`src/rtl/tlb_pkg.sv`:
```
package tlb_pkg;

    typedef enum logic [1:0] {
        CMD_NONE  = 2'b00,
        CMD_ALL   = 2'b01,
        CMD_PRIV  = 2'b10,
        CMD_PAGE  = 2'b11
    } tlb_cmd_e;

endpackage

```
`src/rtl/tlb_match.sv`:
```
// Parallel tag/space comparator: one match line per slot.
module tlb_match #(
    parameter int ENTRIES = 8,
    parameter int VPN_W   = 20,
    parameter int SPACE_W = 8
) (
    input  logic [VPN_W-1:0]   key_vpn,
    input  logic [SPACE_W-1:0] key_space,
    input  logic [ENTRIES-1:0] slot_valid,
    input  logic [ENTRIES-1:0] slot_global,
    input  logic [VPN_W-1:0]   slot_tag   [ENTRIES],
    input  logic [SPACE_W-1:0] slot_space [ENTRIES],
    output logic [ENTRIES-1:0] match
);

    for (genvar i = 0; i < ENTRIES; i++) begin : g_cmp
        logic tag_eq;
        logic space_ok;
        assign tag_eq   = (slot_tag[i] == key_vpn);
        assign space_ok = slot_global[i] | (slot_space[i] == key_space);
        assign match[i] = slot_valid[i] & tag_eq & space_ok;
    end

endmodule

```
`src/rtl/tlb_select.sv`:
```
// Lowest-index priority pick over the match lines, with zeroed miss payload.
module tlb_select #(
    parameter int ENTRIES = 8,
    parameter int PAY_W   = 26
) (
    input  logic [ENTRIES-1:0] match,
    input  logic [PAY_W-1:0]   slot_pay [ENTRIES],
    output logic               hit,
    output logic [PAY_W-1:0]   pay
);

    always_comb begin
        hit = 1'b0;
        pay = '0;
        for (int i = ENTRIES - 1; i >= 0; i--) begin
            if (match[i]) begin
                hit = 1'b1;
                pay = slot_pay[i];
            end
        end
    end

endmodule

```
`src/rtl/tlb_store.sv`:
```
// Entry storage and next-slot pointer, two-process style.
module tlb_store
    import tlb_pkg::*;
#(
    parameter int ENTRIES = 8,
    parameter int VPN_W   = 20,
    parameter int SPACE_W = 8,
    parameter int PAY_W   = 26
) (
    input  logic               clk,
    input  logic               rst,
    input  tlb_cmd_e           cmd,
    input  logic [ENTRIES-1:0] page_match,
    input  logic               ins_valid,
    input  logic [VPN_W-1:0]   ins_vpn,
    input  logic [SPACE_W-1:0] ins_space,
    input  logic               ins_global,
    input  logic [PAY_W-1:0]   ins_pay,
    output logic [ENTRIES-1:0] slot_valid,
    output logic [ENTRIES-1:0] slot_global,
    output logic [VPN_W-1:0]   slot_tag   [ENTRIES],
    output logic [SPACE_W-1:0] slot_space [ENTRIES],
    output logic [PAY_W-1:0]   slot_pay   [ENTRIES]
);

    localparam int PTR_W = (ENTRIES > 1) ? $clog2(ENTRIES) : 1;
    localparam logic [PTR_W-1:0] LAST = PTR_W'(ENTRIES - 1);

    typedef struct packed {
        logic               v;
        logic               g;
        logic [SPACE_W-1:0] sp;
        logic [VPN_W-1:0]   tag;
        logic [PAY_W-1:0]   pay;
    } ent_t;

    typedef struct packed {
        ent_t [ENTRIES-1:0] ent;
        logic [PTR_W-1:0]   ptr;
    } state_t;

    state_t st_d, st_q;

    always_comb begin
        st_d = st_q;
        // maintenance command acts first
        for (int i = 0; i < ENTRIES; i++) begin
            unique case (cmd)
                CMD_ALL:  st_d.ent[i].v = 1'b0;
                CMD_PRIV: if (!st_q.ent[i].g) st_d.ent[i].v = 1'b0;
                CMD_PAGE: if (page_match[i]) st_d.ent[i].v = 1'b0;
                default:  ;
            endcase
        end
        // insertion lands on top of the flushed image
        if (ins_valid) begin
            st_d.ent[st_q.ptr].v   = 1'b1;
            st_d.ent[st_q.ptr].g   = ins_global;
            st_d.ent[st_q.ptr].sp  = ins_space;
            st_d.ent[st_q.ptr].tag = ins_vpn;
            st_d.ent[st_q.ptr].pay = ins_pay;
            st_d.ptr = (st_q.ptr == LAST) ? '0 : st_q.ptr + 1'b1;
        end
    end

    always_ff @(posedge clk) begin
        if (rst) begin
            st_q <= '0;
        end else begin
            st_q <= st_d;
        end
    end

    for (genvar i = 0; i < ENTRIES; i++) begin : g_out
        assign slot_valid[i]  = st_q.ent[i].v;
        assign slot_global[i] = st_q.ent[i].g;
        assign slot_tag[i]    = st_q.ent[i].tag;
        assign slot_space[i]  = st_q.ent[i].sp;
        assign slot_pay[i]    = st_q.ent[i].pay;
    end

endmodule

```
`src/rtl/asid_tlb.sv`:
```
module asid_tlb
    import tlb_pkg::*;
#(
    parameter int ENTRIES = 8,
    parameter int VPN_W   = 20,
    parameter int PPN_W   = 16,
    parameter int SPACE_W = 8,
    parameter int MODES   = 4
) (
    input  logic               clk,
    input  logic               rst,
    input  logic [VPN_W-1:0]   lk_vpn,
    input  logic [SPACE_W-1:0] lk_space,
    output logic               lk_hit,
    output logic [PPN_W-1:0]   lk_ppn,
    output logic [MODES-1:0]   lk_rd_en,
    output logic [MODES-1:0]   lk_wr_en,
    output logic               lk_rd_fault,
    output logic               lk_wr_fault,
    input  logic               ins_valid,
    input  logic [VPN_W-1:0]   ins_vpn,
    input  logic [SPACE_W-1:0] ins_space,
    input  logic               ins_global,
    input  logic [PPN_W-1:0]   ins_ppn,
    input  logic [MODES-1:0]   ins_rd_en,
    input  logic [MODES-1:0]   ins_wr_en,
    input  logic               ins_rd_fault,
    input  logic               ins_wr_fault,
    input  logic [1:0]         cmd,
    input  logic [VPN_W-1:0]   cmd_vpn,
    input  logic [SPACE_W-1:0] cmd_space
);

    localparam int PAY_W = PPN_W + 2 * MODES + 2;

    logic [ENTRIES-1:0] entry_valid;
    logic [ENTRIES-1:0] slot_global;
    logic [VPN_W-1:0]   slot_tag   [ENTRIES];
    logic [SPACE_W-1:0] slot_space [ENTRIES];
    logic [PAY_W-1:0]   slot_pay   [ENTRIES];
    logic [ENTRIES-1:0] lk_match;
    logic [ENTRIES-1:0] page_match;
    logic [PAY_W-1:0]   ins_pay;
    logic [PAY_W-1:0]   sel_pay;

    assign ins_pay = {ins_ppn, ins_rd_en, ins_wr_en, ins_rd_fault, ins_wr_fault};

    tlb_store #(
        .ENTRIES(ENTRIES), .VPN_W(VPN_W), .SPACE_W(SPACE_W), .PAY_W(PAY_W)
    ) u_store (
        .clk        (clk),
        .rst        (rst),
        .cmd        (tlb_cmd_e'(cmd)),
        .page_match (page_match),
        .ins_valid  (ins_valid),
        .ins_vpn    (ins_vpn),
        .ins_space  (ins_space),
        .ins_global (ins_global),
        .ins_pay    (ins_pay),
        .slot_valid (entry_valid),
        .slot_global(slot_global),
        .slot_tag   (slot_tag),
        .slot_space (slot_space),
        .slot_pay   (slot_pay)
    );

    // comparator for the lookup port
    tlb_match #(
        .ENTRIES(ENTRIES), .VPN_W(VPN_W), .SPACE_W(SPACE_W)
    ) u_lk_match (
        .key_vpn    (lk_vpn),
        .key_space  (lk_space),
        .slot_valid (entry_valid),
        .slot_global(slot_global),
        .slot_tag   (slot_tag),
        .slot_space (slot_space),
        .match      (lk_match)
    );

    // second comparator bank serves the single-page flush
    tlb_match #(
        .ENTRIES(ENTRIES), .VPN_W(VPN_W), .SPACE_W(SPACE_W)
    ) u_pg_match (
        .key_vpn    (cmd_vpn),
        .key_space  (cmd_space),
        .slot_valid (entry_valid),
        .slot_global(slot_global),
        .slot_tag   (slot_tag),
        .slot_space (slot_space),
        .match      (page_match)
    );

    tlb_select #(
        .ENTRIES(ENTRIES), .PAY_W(PAY_W)
    ) u_select (
        .match   (lk_match),
        .slot_pay(slot_pay),
        .hit     (lk_hit),
        .pay     (sel_pay)
    );

    assign {lk_ppn, lk_rd_en, lk_wr_en, lk_rd_fault, lk_wr_fault} = sel_pay;

endmodule

```
`config.mk`:
```
export PLATFORM = sky130hd
export DESIGN_NAME = asid_tlb
export DESIGN_NICKNAME = d
export VERILOG_FILES = /design/src/rtl/tlb_pkg.sv /design/src/rtl/tlb_match.sv /design/src/rtl/tlb_select.sv /design/src/rtl/tlb_store.sv /design/src/rtl/asid_tlb.sv
export SDC_FILE = /design/constraint.sdc
export NUM_CORES = 1
export LEC_CHECK = 0
export BUFFER_PORTS_ARGS = -buffer_cell sky130_fd_sc_hd__buf_4
export CAP_MARGIN = 20
export CORE_ASPECT_RATIO = 1.1
export CORE_MARGIN = 8
export CORE_UTILIZATION = 50
export DETAILED_ROUTE_END_ITERATION = 8
export GPL_TIMING_DRIVEN = 1
export HOLD_SLACK_MARGIN = 0.05
export PLACE_DENSITY = 0.71
export SLEW_MARGIN = 20
export SYNTH_ARGS = -nofsm -noshare
export SYNTH_HDL_FRONTEND = slang
export SYNTH_SLANG_ARGS = --single-unit
```
`constraint.sdc`:
```
create_clock -name clk -period 2.4 [get_ports clk]
set_clock_uncertainty 0.05 [all_clocks]
set_input_delay 0.24 -clock clk [delete_from_list [all_inputs] [get_ports clk]]
set_output_delay 0.24 -clock clk [all_outputs]
set_load 0.005 [all_outputs]
```
== Word level (Yosys, flattened, before mapping) ==
Index checks and enable logic that the tools add are counted.

* Equal/unequal tests: 36
* Mux-type cells: 57
* Bitwise gates (word level): 48
* Add/sub/neg operators: 1
* Magnitude comparators: 2
* Reduce and logical (&&, ||, !) cells: 1

{| class="wikitable"
|+ Operators with widths
! kind !! count
|-
| $bwmux 448 || 5
|-
| $demux 56 s3 || 5
|-
| $mux 451 || 1
|-
| $eq 20x20->1 || 16
|-
| $mux 26 || 9
|-
| $eq 8x8->1 || 16
|-
| $mux 56 || 1
|-
| $mux 55 || 1
|-
| $mux 54 || 1
|-
| $mux 46 || 1
|-
| $and 1x1->1 || 32
|-
| $mux 1 || 24
|-
| $pmux 1 s3 || 8
|-
| $or 1x1->1 || 16
|-
| $eq 2x2->1 const B || 2
|-
| $lt 3x4->1 const B || 1
|-
| $add 3x1->3 const B || 1
|-
| $eq 3x3->1 const B || 1
|-
| $ge 3x1->1 const B || 1
|-
| $mux 3 || 1
|-
| $eq 2x1->1 const B || 1
|-
| $logic_and 1x1->1 || 1
|}

* Register bits: 451
* Input bits: 116
* Output and inout port bits: 27

== Depth between registers and ports, before layout ==
Gate-level depths: netlist (run 1).

* Word-level depth: 11
* Gate-level depth with buffers: 11
* Mapped depth without buffers: 8

== Modules after synthesis ==
From an unflattened synthesis (run 1), not the netlist that was laid out.

* Cell total of the unflattened synthesis: 3392
* Area, all modules: 26240.2 µm²

{| class="wikitable"
|+ Modules (own cells, without submodules)
! module !! area an instance (µm²) !! times used !! cells an instance !! sequential area each (µm²)
|-
| tlb_store || 19461.2 || 1 || 2478 || 9028.7
|-
| tlb_match || 2612.5 || 2 || 342 || 0.0
|-
| tlb_select || 1554.0 || 1 || 230 || 0.0
|}

== Least setup slack after synthesis (run 1) ==
OpenSTA, ideal clock, no wires.

* Kind: input to output
* Start: input port lk_vpn[7]
* End: output port lk_ppn[12]
* Setup slack: -200 ps
* Arrival time: 2310 ps
* Stages: 11
* Required time: 2110 ps
* Buffers on the path: 3
* Cell sequence: buf_2 xor2_1 nor4_2 nand4_1 or4_1 buf_2 buf_6 and4_1 a21oi_2 a41oi_1 a21o_1

* Cells in the longest elaborated chain, start to end: 11

{| class="wikitable"
|+ Ends and longest elaborated chain
! item !! line !! text
|-
| start: declaration || asid_tlb.sv:12 || <nowiki>input logic [VPN_W-1:0] lk_vpn,</nowiki>
|-
| $eq 20x20->1 || tlb_match.sv:19 || <nowiki>assign tag_eq = (slot_tag[i] == key_vpn);</nowiki>
|-
| $and 1x1->1 (2 in series) || tlb_match.sv:21 || <nowiki>assign match[i] = slot_valid[i] & tag_eq & space_ok;</nowiki>
|-
| $mux 26 (7 in series) || tlb_select.sv:16 || <nowiki>if (match[i]) begin</nowiki>
|-
| $mux 26 (*) || tlb_select.sv:16 ||
|-
| end: declaration || asid_tlb.sv:15 || <nowiki>output logic [PPN_W-1:0] lk_ppn,</nowiki>
|}

Mark *: on every way between the ends. The rest lies on a longest branch, timed or not.

==> impl_table.tex, run 1 <==
\begin{tabular}{lr}
\hline
Metric & Value \\
\hline
\multicolumn{2}{l}{\textbf{Synth}} \\
Proportion of register bits with asynchronous set or reset after synthesis & 0\% \\
Avg Inst Size Synth & $\sim$7.6 um\^{}2 \\
Mux cell area share after synthesis & 0.1291\% \\
Synthesized-area fraction occupied by ao, oa, aoi and oai cells & $\sim$15\% \\
Netlist Area Pre-Place & roughly 0.023 mm\^{}2 \\
Share of Yosys cell area claimed by the top area cell type & about two fifths \\
Top cell type by total area after synthesis & dfxtp\_1 \\
Commonest register cell after synthesis & dfxtp\_1 \\
Main combinational cell family by area after synthesis & simple AND/OR/NAND/NOR gates \\
Number of standard cells after synthesis & 3,059 \\
Leading post-synthesis cells by instance count & nand2\_1 (944), a21oi\_1 (467), dfxtp\_1 (451) \\
Simple-gate portion of the synthesized area & between 20\% and 30\% \\
Top post-synthesis cells by area & dfxtp\_1 (39\%), nand2\_1 (15\%), xor2\_1 (11\%) \\
Number of distinct library cells after synthesis & 48 \\
Adder-Cell Fraction of Synth Area & less than 1\% \\
Most instantiated library cell after synthesis & nand2\_1 \\
Xor/xnor cell area share of the yosys netlist & 16.93\% \\
Number of synthesized register bits & 451 \\
Net count after synthesis & between 3,000 and 4,000 \\
Number of synthesized flops with an enable pin & 0 \\
Seq/Total Area, Yosys & a little under 40\% \\
Synthesis warning total & 0 \\
\multicolumn{2}{l}{\textbf{Die}} \\
IO Pins & between 100 and 150 \\
Chip Width & approximately 220 um \\
Area of the core region & 0.04632 mm\^{}2 \\
Die Y & between 200 and 250 um \\
DIE AREA & $\sim$0.054 mm\^{}2 \\
Initial standard-cell utilization of the core & between 50\% and 60\% \\
Number of rows created at floorplan & between 80 and 90 \\
\multicolumn{2}{l}{\textbf{STA}} \\
Transition time at the pin with the least slew margin & about 0.73 ns \\
Upper clock frequency limit & roughly 270 MHz \\
Share of the cycle needed by the critical path after routing & 153.0\% \\
Fin Setup TNS & -32.24 ns \\
Tightest slew margin relative to the limit & approximately 51\% \\
Final hold violation count & 0 \\
Unrepaired setup endpoints after global routing & yes \\
Min cycle time layout & 3.672 ns \\
Slew Viols, Final & 0 \\
Final setup slack of the worst path & -1.272 ns \\
Setup violators final & 27 \\
\multicolumn{2}{l}{\textbf{Place}} \\
Final HPWL DP & 63,730 um \\
Port Buffers & 142 \\
Routability-driven placement congestion ratio & a little under 1 \\
Cell count after placement & about 3,900 \\
\multicolumn{2}{l}{\textbf{Power and ir drop}} \\
Proportion of total power due to net switching & between 20\% and 30\% \\
Total net switching power & around 0.0047 W \\
Leakage dissipation & $\sim$12 nW \\
Share of power burned in combinational logic & 11.9\% \\
Share of power burned in registers & approximately 44\% \\
Maximum vdd ir drop & between 0.5 and 0.6 mV \\
Power Internal & roughly 0.013 W \\
Ratio of total power to cell area & about 590 mW/mm\^{}2 \\
Clock share of power & between 40\% and 50\% \\
\multicolumn{2}{l}{\textbf{Setup path}} \\
Endpoint type of the worst setup path & primary output \\
CP arrival & about 3.4 ns \\
Worst-path maximum fanout & 9 \\
R2R cell count & 8 \\
Critical Path Source Type & flop \\
Worst path buffer plus inverter count & 4 \\
Cell chain of the critical path & xor2\_2 -> nor4\_2 -> buf\_4 -> nand4\_1 -> or4\_4 -> buf\_12 -> buf\_4 -> and4\_1 -> a21oi\_2 -> a41oi\_2 -> a21o\_1 -> buf\_4 \\
Setup slack of the most critical reg-to-reg path & roughly 0.08 ns \\
Critical path start-end classification & reg2out \\
Cell family with most CP delay & simple AND/OR/NAND/NOR gates \\
CP max-delay cell & or4\_4 \\
Critical path required time & roughly 2.1 ns \\
Dominant cell type by count on the critical path & buf\_4 \\
Slowest cell delay on critical path & between 0.5 and 0.6 ns \\
Endpoint of the worst-slack reg-to-reg timing path & u\_store.slot\_valid[1]\$\_SDFF\_PP0\_ \\
\multicolumn{2}{l}{\textbf{Clock network}} \\
Sink count of the clock tree & $\sim$450 \\
Clock latency of the later-clocked register in the worst-skew pair & roughly 0.6 ns \\
Clock input transition at the sequential cells of the worst setup and hold paths & 0.06 ns \\
Htree depth & 2 \\
Max clock buf depth & 3 \\
Clock tree root buffer cell & clkbuf\_16 \\
Clock tree from TritonCTS & done \\
Clock buffers created by TritonCTS & 49 \\
\multicolumn{2}{l}{\textbf{Hold path}} \\
Worst hold path type & in2reg \\
Min-Delay Startpoint & rst \\
Worst hold stages & 2 \\
\multicolumn{2}{l}{\textbf{Routing}} \\
Initial drt markers & between 2,000 and 3,000 \\
Detailed-route wire length per cell & 23.84 um \\
Overall via count from detail\_route & between 20,000 and 25,000 \\
TritonRoute pass-1 iters & 6 \\
Detail Route Antenna Nets & 0 \\
DRC violations left & 0 \\
WL final & approximately 96,000 um \\
Vias per cell & 5.949 \\
\multicolumn{2}{l}{\textbf{Layout}} \\
Area Growth Syn to Fin & 28.76\% \\
Final Non-Filler Cells & 4,031 \\
Layout cell share with drive strength beyond 1 & approximately a fifth \\
Antenna diode count & 0 \\
Final Net Count & 3,517 \\
\multicolumn{2}{l}{\textbf{GRT}} \\
Global-route wire length before repair & roughly 140,000 um \\
Maximum number of pins on one net before global-route repair & 86 \\
Initial antenna violation count & 0 \\
Final global-route overflow total & 0 \\
Total routing usage reported by global routing & between 30\% and 40\% \\
Via count of the first global-routing pass & $\sim$24,000 \\
\multicolumn{2}{l}{\textbf{Flow run}} \\
Total of max-cap violations & 0 \\
\multicolumn{2}{l}{\textbf{Run status}} \\
Violations in the final reports & negative setup slack \\
Status & finished, violations left \\
\hline
\end{tabular}
==> final cells by class <==
cell class | count | area [um^2]
sequential | 451 | 9034
clock inverter | 17 | 175.2
clock buffer | 71 | 1500
inverter | 5 | 18.77
multi-input combinational | 2302 | 13260
fill | 3997 | 16370
tap | 595 | 744.5
timing repair buffer | 590 | 5216
==> power groups by stage <==
stage	sequential, W	combinational [W]	clock [W]
5_1_grt	0.00776	0.00221	0.00827
3_3_place_gp	0.00790	0.00194	0
3_5_place_dp	0.00791	0.00196	0
4_1_cts	0.00774	0.00206	0.00794
6_report	0.00775	0.00212	0.00791
2_1_floorplan	0.00789	0.00110	0
==> cells in the final DEF (no fill, tap or decap), types with 12 or more instances in the layout <==
master	count
o221ai_1	20
xnor2_1	146
nor3b_1	21
buf_12	39
buf_4	474
nor2_1	21
nand3_1	37
a41oi_2	12
clkbuf_16	53
a21oi_2	26
clkbuf_8	17
dfxtp_1	447
a21o_1	24
dlygate4sd3_1	57
nor4_1	68
a41oi_1	12
xor2_1	298
nand4_1	39
nand2_1	941
buf_6	13
and4_1	17
a21oi_1	459
clkinv_2	12
o21ai_0	50
nor4_2	15
==> stage by stage <==
stage               hold WS (ns)  setup WS, ns  cell area (um^2)  util [%]  power [W]
floorplan                 0.3812      -0.09007             23330         -   0.008996
global placement          0.3869       -0.7795             27070     58.44   0.009843
detailed placement        0.3932       -0.8059             27070     58.44   0.009871
CTS                      0.05832        -1.263             29710     64.14    0.01775
global route             0.08803        -1.354             29950     64.66    0.01823
finish                   0.04157        -1.272             29950     64.66    0.01778
==> worst max path at each step <==
stage / cells past startpoint / endpoint
6_report: 12 / lk_rd_en[0]
5_1_grt: 12 / lk_ppn[7]
4_1_cts: 12 / lk_wr_en[2]
3_5_place_dp: 12 / lk_rd_en[2]
3_3_place_gp: 12 / lk_ppn[7]
2_1_floorplan: 11 / lk_wr_en[1]
==> metal layers <==
layer | vias to the layer above | wire, um | global-route usage, %
li1 | 10800 | - | -
met1 | 11420 | 36490 | 40.78
met2 | 1418 | 44740 | 55.39
met3 | 344 | 8358 | 5.266
met4 | 0 | 6504 | 22.39
met5 | - | 0 | 0
==> timing repair <==
item                       in CTS  in global routing
cloned                          2                  4
hold endpoints to repair      450                  0
pin swaps                      25                 15
hold buffers                   57                  0
gates resized for setup        58                 33
setup endpoints to repair      28                 29
setup buffers                   8                  1
==> logic make-up after synthesis <==
family | Yosys count
simple gates | 1216
mux | 3
flops | 451
fa+ha+maj | 2
compound gates | 633
xor+xnor | 448
buf+inv | 306
Note: power is estimated with default switching activity, not from simulation.
==> run 2: changes to the inputs <==
CORE_ASPECT_RATIO = 0.75   (was 1.1)
PLACE_DENSITY = 0.69   (was 0.71)
clock period = 3.8 ns   (was 2.4 ns; I/O delays follow)
==> impl_table.tex, run 2 (synthesized netlist as in run 1, its figures left out) <==
\begin{tabular}{lr}
\hline
Metric & Value \\
\hline
\multicolumn{2}{l}{\textbf{Flow run}} \\
Total of max-cap violations & 0 \\
\multicolumn{2}{l}{\textbf{STA}} \\
Fin Setup TNS & -3.029 ns \\
Upper clock frequency limit & around 250 MHz \\
Share of the cycle needed by the critical path after routing & 105.2\% \\
Slew Viols, Final & 0 \\
Transition time at the pin with the least slew margin & between 1 and 1.5 ns \\
Unrepaired setup endpoints after global routing & yes \\
Min cycle time layout & about 4 ns \\
Setup violators final & 25 \\
Tightest slew margin relative to the limit & 32.18\% \\
Final setup slack of the worst path & -0.1975 ns \\
Final hold violation count & 0 \\
\multicolumn{2}{l}{\textbf{Routing}} \\
Initial drt markers & $\sim$3,000 \\
DRC violations left & 0 \\
Overall via count from detail\_route & 22,600 \\
WL final & about 95,000 um \\
Detailed-route wire length per cell & 25.37 um \\
TritonRoute pass-1 iters & 7 \\
Detail Route Antenna Nets & 0 \\
Vias per cell & roughly 6.0 \\
\multicolumn{2}{l}{\textbf{Clock network}} \\
Htree depth & 2 \\
Clock buffers created by TritonCTS & between 40 and 50 \\
Max clock buf depth & 3 \\
Clock input transition at the sequential cells of the worst setup and hold paths & 0.06 ns \\
Clock latency of the later-clocked register in the worst-skew pair & about 0.58 ns \\
Clock tree from TritonCTS & done \\
Clock tree root buffer cell & clkbuf\_16 \\
Sink count of the clock tree & roughly 450 \\
\multicolumn{2}{l}{\textbf{GRT}} \\
Global-route wire length before repair & 139,200 um \\
Total routing usage reported by global routing & approximately a third \\
Maximum number of pins on one net before global-route repair & between 100 and 150 \\
Initial antenna violation count & 2 \\
Via count of the first global-routing pass & 21,390 \\
Final global-route overflow total & 0 \\
\multicolumn{2}{l}{\textbf{Setup path}} \\
Critical Path Source Type & flop \\
CP max-delay cell & or4\_4 \\
Critical path required time & roughly 3.4 ns \\
Cell chain of the critical path & xor2\_2 -> nor4\_4 -> buf\_4 -> nand4\_1 -> or4\_4 -> buf\_12 -> buf\_16 -> and4\_1 -> a21oi\_2 -> a41oi\_2 -> a21o\_1 -> buf\_6 \\
CP arrival & 3.57 ns \\
R2R cell count & 8 \\
Worst-path maximum fanout & 7 \\
Critical path start-end classification & reg2out \\
Endpoint type of the worst setup path & primary output \\
Slowest cell delay on critical path & around 0.66 ns \\
\multicolumn{2}{l}{\textbf{Die}} \\
Chip Width & $\sim$270 um \\
Die Y & 202.8 um \\
Area of the core region & about 0.046 mm\^{}2 \\
Number of rows created at floorplan & approximately 70 \\
IO Pins & approximately 140 \\
Initial standard-cell utilization of the core & between 50\% and 60\% \\
DIE AREA & around 0.054 mm\^{}2 \\
\multicolumn{2}{l}{\textbf{Layout}} \\
Highest-count cells in the layout ignoring fill and taps & nand2\_1 (941), a21oi\_1 (463), dfxtp\_1 (448) \\
Final Non-Filler Cells & between 3,000 and 4,000 \\
Leading cell type in the layout, fill and taps excluded & nand2\_1 \\
Final Net Count & 3,228 \\
Antenna diode count & 0 \\
Layout cell share with drive strength beyond 1 & 13.61\% \\
Core utilization of the finished layout & slightly below 60\% \\
Area Growth Syn to Fin & 17.21\% \\
\multicolumn{2}{l}{\textbf{Power and ir drop}} \\
Leakage dissipation & roughly 10 nW \\
Total power consumption of the routed design & 0.01079 W \\
Ratio of total power to cell area & between 300 and 400 mW/mm\^{}2 \\
Maximum vdd ir drop & between 0.3 and 0.4 mV \\
\multicolumn{2}{l}{\textbf{Place}} \\
Port Buffers & approximately 140 \\
Cell count after placement & about 3,600 \\
Routability-driven placement congestion ratio & 1.009 \\
Final HPWL DP & 62,560 um \\
\multicolumn{2}{l}{\textbf{Hold path}} \\
Worst hold path type & in2reg \\
Worst hold stages & 3 \\
\multicolumn{2}{l}{\textbf{Run status}} \\
Violations in the final reports & negative setup slack \\
Status & finished, violations left \\
\hline
\end{tabular}
run 2: cell types whose count changed in the layout (fill, tap and decap cells not counted), sizes merged:
cell,delta
a21oi,+2
bufinv,-1
clkinvlp,+2
dlygate4sd3,-26
inv,+1
clkinv,-8
buf,-262
run 2: critical path: cells and delay by family (launching register included):
family	cells	cell delay, ns
AO/OA/AOI/OAI	3	0.47
XOR/XNOR	1	0.15
buffers and inverters	4	0.62
flip-flops	1	0.35
AND/OR/NAND/NOR	4	1.38
run 2: final cells by class:
type | instances | area, um^2
fillers | 4104 | 18680
well taps | 595 | 744.5
repair buffers | 302 | 2741
multi-input cells | 2304 | 13180
inverters | 5 | 18.77
clock buffers | 71 | 1405
clock inverters | 11 | 136.4
flip-flops and latches | 451 | 9035
run 2: worst paths after layout:
path | start | to | slack [ns]
hold / removal | ins_vpn[15] | flop | 0.06
setup / recovery | flop | lk_rd_en[0] | -0.20
hold reg to reg | flop | flop | 0.40
setup reg to reg | flop | u_store.slot_valid[5]$_SDFF_PP0_ | 0.91
run 2: through the flow:
stage	setup slack, ns	cell area (um^2)	hold WS [ns]
3_3_place_gp	-0.09232	24760	0.3874
6_report	-0.1975	27260	0.06015
4_1_cts	-0.1431	27030	0.05101
3_5_place_dp	-0.05914	24770	0.3922
5_1_grt	-0.2587	27260	0.05762
2_1_floorplan	0.9204	23260	0.3812
run 2: per-layer routing:
layer	GRT usage [%]	up-vias	wire length [um]
li1	-	10200	-
met1	48.47	10850	40700
met2	49.55	1364	40070
met3	7.761	185	11220
met4	10.57	2	2867
met5	0	-	13
run 2: power by group:
| group | switching [W] | internal [W] | total [W] |
|---|---|---|---|
| Sequential | 0.0000966 | 0.00482 | 0.00492 |
| Combinational | 0.000772 | 0.000396 | 0.00117 |
| Clock | 0.00202 | 0.00269 | 0.00471 |
| Total | 0.00289 | 0.00790 | 0.0108 |
run 2: repair_timing:
action,4_1_cts,5_1_grt
setup buffers,9,4
resized for setup,49,17
hold buffers,31,0
endpoints found under the setup margin,26,26
pin swaps,30,13
gates cloned,4,5
hold endpoints to repair,209,0
